[config.mk]
export PLATFORM = sky130hd
export DESIGN_NAME = dsd_stream_rx
export DESIGN_NICKNAME = d
export VERILOG_FILES = /design/src/rtl/dsdrx_pkg.sv /design/src/rtl/dsdrx_ctrl.sv /design/src/rtl/dsdrx_decode.sv /design/src/rtl/dsdrx_ovm.sv /design/src/rtl/dsdrx_stuck.sv /design/src/rtl/dsd_stream_rx.sv
export SDC_FILE = /design/constraint.sdc
export NUM_CORES = 1
export LEC_CHECK = 0
export ABC_AREA = 1
export BUFFER_PORTS_ARGS = -buffer_cell sky130_fd_sc_hd__clkbuf_2
export CORE_ASPECT_RATIO = 0.5
export CORE_MARGIN = 8
export CORE_UTILIZATION = 35
export DETAILED_ROUTE_END_ITERATION = 8
export PLACE_DENSITY = 0.58
export SLEW_MARGIN = 20
export SYNTH_ARGS = -nofsm -noshare
export SYNTH_HDL_FRONTEND = slang
export SYNTH_SLANG_ARGS = --single-unit
[constraint.sdc]
create_clock -name clk -period 3.4 [get_ports clk]
set_input_delay 0.17 -clock clk [delete_from_list [all_inputs] [get_ports clk]]
set_output_delay 0.17 -clock clk [all_outputs]
set_load 0.05 [all_outputs]
[src/rtl/dsdrx_pkg.sv]
package dsdrx_pkg;
  typedef struct packed {
    logic master;
    logic rate128;
    logic pm;
    logic pm_clk128;
  } dsdrx_cfg_t;

  localparam int unsigned ST_OVM_A = 0;
  localparam int unsigned ST_OVM_B = 1;
  localparam int unsigned ST_STUCK = 2;
  localparam int unsigned ST_FRAME = 3;
  localparam int unsigned ST_W     = 4;
  localparam int unsigned NCH      = 2;
endpackage

[src/rtl/dsdrx_ctrl.sv]
module dsdrx_ctrl
  import dsdrx_pkg::*;
#(
  parameter int unsigned HALF64 = 4
) (
  input  logic       clk,
  input  logic       rst_n,
  input  dsdrx_cfg_t cfg_in,
  input  logic       if_pwrdn,
  input  logic       rx_enable,
  output dsdrx_cfg_t cfg_q,
  output logic       running,
  output logic       gen_clk
);
  localparam int unsigned HALF128 = (HALF64 / 2 < 1) ? 1 : HALF64 / 2;
  localparam int unsigned GW      = (HALF64 < 2) ? 1 : $clog2(HALF64);

  logic          en_q;
  logic [GW-1:0] gcnt;
  logic [GW-1:0] half_m1;

  assign half_m1 = cfg_q.rate128 ? GW'(HALF128 - 1) : GW'(HALF64 - 1);

  always_ff @(posedge clk or negedge rst_n) begin
    if (!rst_n) begin
      cfg_q   <= '0;
      en_q    <= 1'b0;
      running <= 1'b0;
    end else begin
      en_q <= rx_enable;
      if (if_pwrdn) cfg_q <= cfg_in;
      if (if_pwrdn || !rx_enable) running <= 1'b0;
      else if (!en_q)             running <= 1'b1;
    end
  end

  always_ff @(posedge clk or negedge rst_n) begin
    if (!rst_n) begin
      gcnt    <= '0;
      gen_clk <= 1'b0;
    end else if (!running || !cfg_q.master) begin
      gcnt    <= '0;
      gen_clk <= 1'b0;
    end else if (gcnt >= half_m1) begin
      gcnt    <= '0;
      gen_clk <= ~gen_clk;
    end else begin
      gcnt <= gcnt + 1'b1;
    end
  end

  a_r1_cfg_frozen: assert property (@(posedge clk) disable iff (!rst_n)
    !if_pwrdn |=> $stable(cfg_q));
  a_r2_pwrdn_stops: assert property (@(posedge clk) disable iff (!rst_n)
    if_pwrdn |=> !running);
  a_r2_start_on_rise: assert property (@(posedge clk) disable iff (!rst_n)
    $rose(running) |-> $past(rx_enable) && !$past(en_q));
  a_r7_quiet_slave: assert property (@(posedge clk) disable iff (!rst_n)
    (!cfg_q.master || !running) |=> !gen_clk);
endmodule

[src/rtl/dsdrx_decode.sv]
module dsdrx_decode
  import dsdrx_pkg::*;
(
  input  logic           clk,
  input  logic           rst_n,
  input  logic           running,
  input  logic           pm_on,
  input  logic           pm_clk128,
  input  logic           bclk,
  input  logic [NCH-1:0] din,
  output logic           bit_stb,
  output logic [NCH-1:0] bit_val,
  output logic           frame_err
);
  logic           bclk_q;
  logic           phase;
  logic [NCH-1:0] hold;
  logic           rise, fall, check_edge;

  assign rise       = bclk & ~bclk_q;
  assign fall       = ~bclk & bclk_q;
  assign check_edge = pm_clk128 ? rise : fall;

  always_comb begin
    bit_stb   = 1'b0;
    bit_val   = din;
    frame_err = 1'b0;
    if (running) begin
      if (!pm_on) begin
        bit_stb = rise;
      end else if (phase && check_edge) begin
        bit_stb   = 1'b1;
        bit_val   = hold;
        frame_err = (din != ~hold);
      end
    end
  end

  always_ff @(posedge clk or negedge rst_n) begin
    if (!rst_n) begin
      bclk_q <= 1'b0;
      phase  <= 1'b0;
      hold   <= '0;
    end else begin
      bclk_q <= bclk;
      if (!running || !pm_on) begin
        phase <= 1'b0;
      end else if (phase && check_edge) begin
        phase <= 1'b0;
      end else if (!phase && rise) begin
        phase <= 1'b1;
        hold  <= din;
      end
    end
  end

  a_r3_stb_on_edge: assert property (@(posedge clk) disable iff (!rst_n)
    bit_stb |-> (bclk != bclk_q));
  a_r4_frame_only_pm: assert property (@(posedge clk) disable iff (!rst_n)
    frame_err |-> (pm_on && bit_stb));
endmodule

[src/rtl/dsdrx_ovm.sv]
module dsdrx_ovm #(
  parameter int unsigned WIN   = 28,
  parameter int unsigned LIM_W = 5
) (
  input  logic             clk,
  input  logic             rst_n,
  input  logic             running,
  input  logic             stb,
  input  logic             bit_in,
  input  logic [LIM_W-1:0] limit,
  output logic             over
);
  localparam int unsigned CW = $clog2(WIN + 1);

  logic [WIN-1:0] win;
  logic [CW-1:0]  ones, fill, ones_nx, fill_nx;
  logic           full;
  int             twice;

  assign full    = (fill == CW'(WIN));
  assign ones_nx = ones + CW'(bit_in) - CW'(full & win[WIN-1]);
  assign fill_nx = full ? fill : fill + 1'b1;

  always_comb begin
    twice = 2 * int'(ones_nx);
    over  = stb && (fill_nx == CW'(WIN)) &&
            ((twice > int'(WIN) + int'(limit)) || (twice + int'(limit) < int'(WIN)));
  end

  always_ff @(posedge clk or negedge rst_n) begin
    if (!rst_n) begin
      win  <= '0;
      ones <= '0;
      fill <= '0;
    end else if (!running) begin
      win  <= '0;
      ones <= '0;
      fill <= '0;
    end else if (stb) begin
      win  <= {win[WIN-2:0], bit_in};
      ones <= ones_nx;
      fill <= fill_nx;
    end
  end

  a_r8_ones_in_fill: assert property (@(posedge clk) disable iff (!rst_n)
    ones <= fill);
  a_r8_fill_bound: assert property (@(posedge clk) disable iff (!rst_n)
    fill <= CW'(WIN));
endmodule

[src/rtl/dsdrx_stuck.sv]
module dsdrx_stuck #(
  parameter int unsigned STUCK_LEN = 256,
  parameter int unsigned REL_LEN   = 16
) (
  input  logic clk,
  input  logic rst_n,
  input  logic running,
  input  logic en,
  input  logic stb,
  input  logic bit_in,
  output logic muted,
  output logic idle,
  output logic stuck_set
);
  localparam int unsigned RW = $clog2(STUCK_LEN + 1);
  localparam int unsigned QW = $clog2(REL_LEN + 1);

  logic          prev, saw, trig, moved;
  logic [RW-1:0] run, run_nx;
  logic [QW-1:0] rel_cnt;

  assign moved  = (bit_in != prev);
  assign run_nx = (run == '0 || moved) ? RW'(1) :
                  (run == RW'(STUCK_LEN)) ? run : run + 1'b1;
  assign trig      = en && (run_nx == RW'(STUCK_LEN));
  assign stuck_set = running && stb && !muted && trig;

  always_ff @(posedge clk or negedge rst_n) begin
    if (!rst_n) begin
      prev <= 1'b0; run <= '0; muted <= 1'b0; idle <= 1'b1;
      saw <= 1'b0; rel_cnt <= '0;
    end else if (!running) begin
      prev <= 1'b0; run <= '0; muted <= 1'b0; idle <= 1'b1;
      saw <= 1'b0; rel_cnt <= '0;
    end else if (!en) begin
      muted <= 1'b0;
      if (stb) begin
        prev <= bit_in;
        run  <= run_nx;
      end
    end else if (stb) begin
      prev <= bit_in;
      run  <= run_nx;
      if (!muted) begin
        if (trig) begin
          muted   <= 1'b1;
          idle    <= 1'b1;
          rel_cnt <= '0;
          saw     <= 1'b0;
        end
      end else begin
        idle <= ~idle;
        if (rel_cnt == QW'(REL_LEN - 1)) begin
          rel_cnt <= '0;
          saw     <= 1'b0;
          if (saw || moved) muted <= 1'b0;
        end else begin
          rel_cnt <= rel_cnt + 1'b1;
          saw     <= saw | moved;
        end
      end
    end
  end

  a_r9_run_sat: assert property (@(posedge clk) disable iff (!rst_n)
    run <= RW'(STUCK_LEN));
  a_r9_mute_needs_en: assert property (@(posedge clk) disable iff (!rst_n)
    !en |=> !muted);
  a_r10_window_bound: assert property (@(posedge clk) disable iff (!rst_n)
    rel_cnt < QW'(REL_LEN));
endmodule

[src/rtl/dsd_stream_rx.sv]
module dsd_stream_rx
  import dsdrx_pkg::*;
#(
  parameter int unsigned WIN       = 28,
  parameter int unsigned LIM_W     = 5,
  parameter int unsigned STUCK_LEN = 256,
  parameter int unsigned REL_LEN   = 16,
  parameter int unsigned HALF64    = 4
) (
  input  logic             clk,
  input  logic             rst_n,
  input  logic             cfg_master,
  input  logic             cfg_rate128,
  input  logic             cfg_pm,
  input  logic             cfg_pm_clk128,
  input  logic             if_pwrdn,
  input  logic             rx_enable,
  input  logic             ovm_det_en,
  input  logic             stuck_det_en,
  input  logic [LIM_W-1:0] ovm_limit,
  input  logic             bclk_in,
  input  logic             din_a,
  input  logic             din_b,
  output logic             bclk_out,
  output logic             out_valid,
  input  logic             out_ready,
  output logic             out_a,
  output logic             out_b,
  output logic [ST_W-1:0]  status,
  input  logic [ST_W-1:0]  status_clr,
  output logic             irq
);
  dsdrx_cfg_t     cfg_in, cfg_q;
  logic           running, gen_clk, bclk_sel, pm_on;
  logic           bit_stb, frame_err;
  logic [NCH-1:0] bit_val, ovm_hit, mute, idle, stk_set, shown;
  logic [ST_W-1:0] set_vec;

  assign cfg_in   = '{master: cfg_master, rate128: cfg_rate128,
                      pm: cfg_pm, pm_clk128: cfg_pm_clk128};
  assign bclk_sel = cfg_q.master ? gen_clk : bclk_in;
  assign bclk_out = gen_clk;
  assign pm_on    = cfg_q.pm & ~cfg_q.rate128;

  dsdrx_ctrl #(.HALF64(HALF64)) u_ctrl (
    .clk(clk), .rst_n(rst_n), .cfg_in(cfg_in), .if_pwrdn(if_pwrdn),
    .rx_enable(rx_enable), .cfg_q(cfg_q), .running(running), .gen_clk(gen_clk)
  );

  dsdrx_decode u_dec (
    .clk(clk), .rst_n(rst_n), .running(running), .pm_on(pm_on),
    .pm_clk128(cfg_q.pm_clk128), .bclk(bclk_sel), .din({din_b, din_a}),
    .bit_stb(bit_stb), .bit_val(bit_val), .frame_err(frame_err)
  );

  for (genvar g = 0; g < NCH; g++) begin : g_ch
    dsdrx_ovm #(.WIN(WIN), .LIM_W(LIM_W)) u_ovm (
      .clk(clk), .rst_n(rst_n), .running(running), .stb(bit_stb),
      .bit_in(bit_val[g]), .limit(ovm_limit), .over(ovm_hit[g])
    );
    dsdrx_stuck #(.STUCK_LEN(STUCK_LEN), .REL_LEN(REL_LEN)) u_stuck (
      .clk(clk), .rst_n(rst_n), .running(running), .en(stuck_det_en),
      .stb(bit_stb), .bit_in(bit_val[g]), .muted(mute[g]), .idle(idle[g]),
      .stuck_set(stk_set[g])
    );
    assign shown[g] = mute[g] ? idle[g] : bit_val[g];
  end

  always_comb begin
    set_vec           = '0;
    set_vec[ST_OVM_A] = ovm_det_en & ovm_hit[0];
    set_vec[ST_OVM_B] = ovm_det_en & ovm_hit[1];
    set_vec[ST_STUCK] = |stk_set;
    set_vec[ST_FRAME] = frame_err;
  end

  always_ff @(posedge clk or negedge rst_n) begin
    if (!rst_n) status <= '0;
    else        status <= (status & ~status_clr) | set_vec;
  end
  assign irq = |status;

  always_ff @(posedge clk or negedge rst_n) begin
    if (!rst_n) begin
      out_valid <= 1'b0;
      out_a     <= 1'b0;
      out_b     <= 1'b0;
    end else if (bit_stb) begin
      out_valid <= 1'b1;
      out_a     <= shown[0];
      out_b     <= shown[1];
    end else if (out_ready) begin
      out_valid <= 1'b0;
    end
  end

  a_r12_hold: assert property (@(posedge clk) disable iff (!rst_n)
    (out_valid && !out_ready && !bit_stb) |=> (out_valid && $stable({out_a, out_b})));
  a_r12_drop: assert property (@(posedge clk) disable iff (!rst_n)
    (out_ready && !bit_stb) |=> !out_valid);
  a_r11_sticky: assert property (@(posedge clk) disable iff (!rst_n)
    1'b1 |=> (($past(status) & ~$past(status_clr) & ~status) == '0));
  a_r8_data_kept: assert property (@(posedge clk) disable iff (!rst_n)
    (bit_stb && mute == '0) |=> ({out_b, out_a} == $past(bit_val)));
endmodule

# ---- After elaboration in Yosys (flattened, before gate mapping)
# Index checks and enable logic that the tools add are counted.
# Widths: inputs -> output; s select.
dict set report word_totals {
  reg_bits 132
  in_bits 23
  output_inout_bits 9
}
dict set report op_classes {
  n_addsub 14
  magnitude_cmp 5
  eq_ne 19
  mux 99
  n_bitwise 21
  reduce_logical 39
}
# operator n
set ops {}
lappend ops {{$mux 28} 4}
lappend ops {{$mux 5} 22}
lappend ops {{$mux 9} 8}
lappend ops {{$gt 7x32->1} 2}
lappend ops {{$lt 32x6->1 const B} 2}
lappend ops {{$mux 1} 59}
lappend ops {{$eq 9x9->1 const B} 4}
lappend ops {{$add 5x1->5 const B} 4}
lappend ops {{$eq 5x5->1 const B} 4}
lappend ops {{$add 9x1->9 const B} 2}
lappend ops {{$logic_not 9->1} 2}
lappend ops {{$add 6x5->7} 2}
lappend ops {{$logic_and 1x1->1} 13}
lappend ops {{$mux 2} 6}
lappend ops {{$add 5x1->5} 2}
lappend ops {{$eq 5x4->1 const B} 2}
lappend ops {{$sub 5x5->5} 2}
lappend ops {{$logic_or 1x1->1} 9}
lappend ops {{$reduce_and 3->1} 3}
lappend ops {{$not 1->1} 8}
lappend ops {{$and 1x1->1} 7}
lappend ops {{$logic_not 1->1} 7}
lappend ops {{$add 5x5->6 const A} 1}
lappend ops {{$ne 3x1->1 const B} 2}
lappend ops {{other kinds (16)} 20}

# ---- Depth between registers and ports, before layout
dict set report depth {
  word_depth 18
  ltp_mapped 22
  ltp_nobuf 22
}

# ---- Modules after synthesis
# Synthesis repeated with hierarchy kept, for this count alone.
dict set report hier_totals {
  cells_unflattened 942
  hier_area_um2 7609.8
}
# module instances cells_each area_each_um2 seq_area_each_um2
set by_module_without_submodules {}
lappend by_module_without_submodules {dsdrx_stuck 2 178 1253.7 451.7}
lappend by_module_without_submodules {{dsdrx_ovm at g_ch[1].u_ovm} 1 241 2100.8 950.9}
lappend by_module_without_submodules {{dsdrx_ovm at g_ch[0].u_ovm} 1 229 2053.2 950.9}
lappend by_module_without_submodules {dsdrx_ctrl 1 38 356.6 225.2}
lappend by_module_without_submodules {dsd_stream_rx 1 43 325.3 175.2}
lappend by_module_without_submodules {dsdrx_decode 1 35 266.5 100.1}

# ---- Worst setup path before layout
# Ideal clock, no wire load.
dict set report synth_path {
  path_kind {register to register}
  from {register u_ctrl.gen_clk}
  to {register status[1]}
  setup_ps 82
  arrival_ps 3396
  required_ps 3318
  setup_slack_ps -78
  stages_incl_launch_ff 20
  cell_sequence {dfrtp_1 > nand2_1 > nand2_2 > nand3_2 > nand2_4 > nand4_2 > nand2_1 > inv_1 > ha_1 > fa_1 > xor2_1 > ha_1 > a21oi_1 > and2_1 > or2_2 > nand4_1 > nand2_1 > o31ai_1 > nand4_1 > o22ai_1}
}
dict set report synth_via {
  elab_chain_len 16
  elab_cells_between_ends 22
}
# item line
set synth_rtl {}
lappend synth_rtl {{start: declaration} dsdrx_ctrl.sv:13} ;# output logic gen_clk
lappend synth_rtl {{start signal: assignment} dsdrx_ctrl.sv:46} ;# gen_clk <= ~gen_clk;
lappend synth_rtl {{$mux 1 (*)} dsd_stream_rx.sv:41} ;# assign bclk_sel = cfg_q.master ? gen_clk : bclk_in;
lappend synth_rtl {{named net bclk_sel} dsd_stream_rx.sv:34} ;# logic running, gen_clk, bclk_sel, pm_on;
lappend synth_rtl {{$not 1->1} dsdrx_decode.sv:21} ;# assign fall = ~bclk & bclk_q;
lappend synth_rtl {{$and 1x1->1} dsdrx_decode.sv:21}
lappend synth_rtl {{$mux 1} dsdrx_decode.sv:22} ;# assign check_edge = pm_clk128 ? rise : fall;
lappend synth_rtl {{$logic_and 1x1->1} dsdrx_decode.sv:31} ;# end else if (phase && check_edge) begin
lappend synth_rtl {{$mux 2} dsdrx_decode.sv:31}
lappend synth_rtl {{$mux 2} dsdrx_decode.sv:29} ;# if (!pm_on) begin
lappend synth_rtl {{$mux 2} dsdrx_decode.sv:28} ;# if (running) begin
lappend synth_rtl {{$add 5x1->5} dsdrx_ovm.sv:21} ;# assign ones_nx = ones + CW'(bit_in) - CW'(full & win[WIN-1]);
lappend synth_rtl {{$sub 5x5->5} dsdrx_ovm.sv:21}
lappend synth_rtl {{$add 6x5->7} dsdrx_ovm.sv:27} ;# ((twice > int'(WIN) + int'(limit)) || (twice + int'(limit) < int'(WIN)));
lappend synth_rtl {{$lt 32x6->1} dsdrx_ovm.sv:27}
lappend synth_rtl {{$logic_or 1x1->1} dsdrx_ovm.sv:27}
lappend synth_rtl {{$logic_and 1x1->1 (*)} dsdrx_ovm.sv:26} ;# over = stb && (fill_nx == CW'(WIN)) &&
lappend synth_rtl {{$and 1x1->1 (*)} dsd_stream_rx.sv:72} ;# set_vec[ST_OVM_B] = ovm_det_en & ovm_hit[1];
lappend synth_rtl {{$or 4x4->4 (*)} dsd_stream_rx.sv:79} ;# else status <= (status & ~status_clr) | set_vec;
lappend synth_rtl {{end signal: assignment} dsd_stream_rx.sv:79}
lappend synth_rtl {{end: declaration} dsd_stream_rx.sv:29} ;# output logic [ST_W-1:0] status,
# Mark *: on every way through the listed nets, which the timed path passes. The rest lies on a longest branch.
# A chain may end at the register's enable or synchronous reset.

# ---- Final worst setup path
dict set report layout_path {
  from {register, netlist name u_ctrl.cfg_q[3]}
  to {register status[1]}
}
dict set report layout_via {
  elab_chain_len 16
  elab_cells_between_ends 22
}
# item line
set layout_rtl {}
lappend layout_rtl {{$mux 1 (*)} dsd_stream_rx.sv:41}
lappend layout_rtl {{$not 1->1} dsdrx_decode.sv:21}
lappend layout_rtl {{$and 1x1->1} dsdrx_decode.sv:21}
lappend layout_rtl {{$mux 1} dsdrx_decode.sv:22}
lappend layout_rtl {{$logic_and 1x1->1} dsdrx_decode.sv:31}
lappend layout_rtl {{$mux 2} dsdrx_decode.sv:31}
lappend layout_rtl {{$mux 2} dsdrx_decode.sv:29}
lappend layout_rtl {{$mux 2} dsdrx_decode.sv:28}
lappend layout_rtl {{$add 5x1->5} dsdrx_ovm.sv:21}
lappend layout_rtl {{$sub 5x5->5} dsdrx_ovm.sv:21}
lappend layout_rtl {{$add 6x5->7} dsdrx_ovm.sv:27}
lappend layout_rtl {{$lt 32x6->1} dsdrx_ovm.sv:27}
lappend layout_rtl {{$logic_or 1x1->1} dsdrx_ovm.sv:27}
lappend layout_rtl {{$logic_and 1x1->1 (*)} dsdrx_ovm.sv:26}
lappend layout_rtl {{$and 1x1->1 (*)} dsd_stream_rx.sv:72}
lappend layout_rtl {{$or 4x4->4 (*)} dsd_stream_rx.sv:79}
# Every way passes the cells marked *; elsewhere a longest branch is shown, timed or not.

==> results.cfg <==
[flow_run]
drv_cap = 0

[floorplan]
top_level_ports = 32
die_h_um = 116
initial_utilization = 0.359
die_w_um = 216
die-area_um2 = 25100
core_um2 = 19500
rows = 36

[detailed_routing]
wire_per_inst_um = 14.0
wirelength_mm = 15.9
vias_per_cell = 4.90
dr.first_iter.drc_count = 284
dr.pass1.iters = 4
ant_nets = 0
num_vias = 5560
drc_errors = 0

[sta]
relSlewSlack = 0.377
slew_violations = 0
fin_crit_sh = 0.972
fin_skew_ns = 0.00974
grt_setup_unrepaired = true
setup_ws_ns = 0.0969
worst_pin_slew_ns = 0.934
fin_hold_ws_ns = -0.00554
fmax_ghz = 0.303
setup_viol = 0
fin_crit_ns = 3.30
finalHoldViolations = 1

[logic_synthesis]
synth_cell_types = 48
synthArstFlopShare = 1.00
ys_ff_latch = 130
synth_top_area_frac = 0.457
synth_nets = 866
yosys.area.top_type = dfrtp_1
synthFlopType = dfrtp_1
synth.area.top_cells = dfrtp_1 46%, ha_1 7.1%, inv_1 6.9%
syn_avg_cell_area_um2 = 8.78
synth_edf_count = 0
synth_warnings = 0
syn-cell-area_um2 = 7020
synth_seq_area_share = 0.464
syn_inst = 799

[layout]
layout_common_cells = 128 x inv_1, 127 x dfrtp_1, 106 x nand2_1, 69 x nand3_1, 66 x o22ai_1
syn_to_final_growth_pct = 21.0
layout-drive-gt1-share = 0.167
nets = 923
fillerInstances = 1905
post-route-cell-area_um2 = 8490
layout_commonest_cell = inv_1
postLayoutCoreUtil = 0.434
antenna_cells = 0

[power_and_ir_drop]
power_density_nw_per_um2 = 457
peakVddDrop_v = 0.000307
p_leak_uw = 0.00383

[critical_path]
end_kind = flop
required_ns = 3.73
worstSetupStartpointType = flop
cp.arrival_ns = 3.63
critPathKind = flop to flop
worstPathMaxFanout = 6
regToRegSetupSlack_ns = 0.1

[clock_network]
cts_buffers = 17
clockRootBuffer = clkbuf_16
cts_htree_levels = 4
clock_latency_ns = 0.42
clk_pin_slew_ns = 0.06
clock_path_buffers = 2
clock_sinks = 130
cts_tree = yes

[global_route]
grt_overflow = 0
grt_pass1_wl_mm = 27.3
grt_max_degree = 98
grt_pass1_vias = 5603
antenna_found_initial = 0
track_usage = 0.132

[min_path]
min_path_type = input pin to flop

[place]
placed_area_um2 = 7550
dp_slack_ns = -0.0851
gp_congestion = 0.848
portBuffers = 31
dp_hpwl_mm = 10.8

[outcome]
outcome = finished, violations left
violations = hold timing
stage by stage:
stage | total power [µW] | std cells | setup TNS [ns] | hold slack [ns]
2_1_floorplan | 1810 | 799 | 0 | -0.126
3_3_place_gp | 1930 | 1088 | 0 | 0.298
3_5_place_dp | 1930 | 1088 | -0.117 | 0.301
4_1_cts | 3900 | 1129 | 0 | 0.00214
5_1_grt | 4030 | 1135 | -0.107 | 0.0135
6_report | 3870 | 1135 | 0 | -0.00554
Yosys cell counts, drive strengths merged (4+ instances only):
library cell and number:
inv 132, dfrtp 128, nand2 123, nand3 72, o22ai 66, o21ai 44, ha 40, nor2 39
nand4 23, a21oi 20, xor2 20, buf 16, nor3 15, xnor2 12, clkbuf 9, fa 4
o211ai 4, or2 4
power breakdown:
part	switching (µW)	total (µW)	internal (µW)
Clock	770	1950	1180
Sequential	21.0	1600	1580
Combinational	229	327	98.1
sequential cells by signal, indices dropped and copies added, names as in the netlist, 2 cells and up:
signal,cells
g_ch.u_ovm.win,56
g_ch.u_stuck.run,18
g_ch.u_ovm.fill,10
g_ch.u_ovm.ones,10
g_ch.u_stuck.rel_cnt,10
status,4
u_ctrl.cfg_q,4
g_ch.u_stuck.idle,2
g_ch.u_stuck.muted,2
g_ch.u_stuck.saw,2
u_ctrl.gcnt,2
u_dec.hold,2
worst paths after layout:
check                                 from                    end  depth (start not counted)
max in group asynchronous            rst_n   g_ch[1].u_stuck.idle                          3
max reg2reg                u_ctrl.cfg_q[3]              status[1]                         20
min                          cfg_pm_clk128        u_ctrl.cfg_q[0]                          3
min in group asynchronous            rst_n  g_ch[1].u_ovm.win[20]                          2
max                        u_ctrl.cfg_q[3]              status[1]                         20
min reg2reg                 u_ctrl.gcnt[0]         u_ctrl.gcnt[0]                          1
layout make-up:
cell class,instances,area (µm²),area share
Multi-Input combinational cell,510,3330,0.392
Sequential cell,130,3260,0.384
Inverter,134,503,0.0593
Timing Repair Buffer,63,447,0.0526
Clock buffer,17,425,0.0501
Tap cell,266,333,0.0392
Clock inverter,15,198,0.0233
repair_timing:
action / 4_1_cts / 5_1_grt
pin swaps: 4 / 22
endpoints found under the setup margin: 2 / 2
buffers inserted: 1 / 6
gates cloned: 0 / 0
endpoints found under the hold margin: 103 / 0
gates resized for setup: 4 / 30
hold buffers: 8 / 0
worst max-delay path, stage by stage (launching register included):
cell	delay (ns)
dfrtp_1	0.41
inv_2	0.08
nand2_2	0.06
nand4_1	0.12
nand2_4	0.11
nand3_4	0.13
nand2_4	0.08
nand2_4	0.09
inv_2	0.04
ha_4	0.16
fa_2	0.38
xor2_2	0.17
ha_1	0.33
a21oi_2	0.06
and2_4	0.16
or2_4	0.21
nand4_1	0.07
nand2_1	0.05
o31ai_1	0.23
nand4_1	0.14
o22ai_1	0.15
routing by layer:
| layer | up-vias | global-route usage | share of wire |
|---|---|---|---|
| met5 | - | 0 | 0 |
| met4 | 0 | 0.0551 | 0.016 |
| met3 | 18 | 0.0233 | 0.024 |
| met2 | 63 | 0.215 | 0.46 |
| met1 | 2671 | 0.173 | 0.50 |
| li1 | 2808 | - | - |
cell families (layout without fill, tap and decap cells):
| kind of cell | Yosys count | after routing | share of synthesized area |
|---|---|---|---|
| AOI/OAI and AO/OA | 149 | 149 | 0.127 |
| xor gates and xnor gates | 32 | 32 | 0.0400 |
| adders and majority gates | 44 | 44 | 0.0828 |
| buffers and inverters | 159 | 229 | 0.0888 |
| DFF | 130 | 130 | 0.464 |
| muxes | 1 | 1 | 0.00161 |
| and+or+nand+nor | 284 | 284 | 0.196 |
Power figures use the tool's default switching activity.
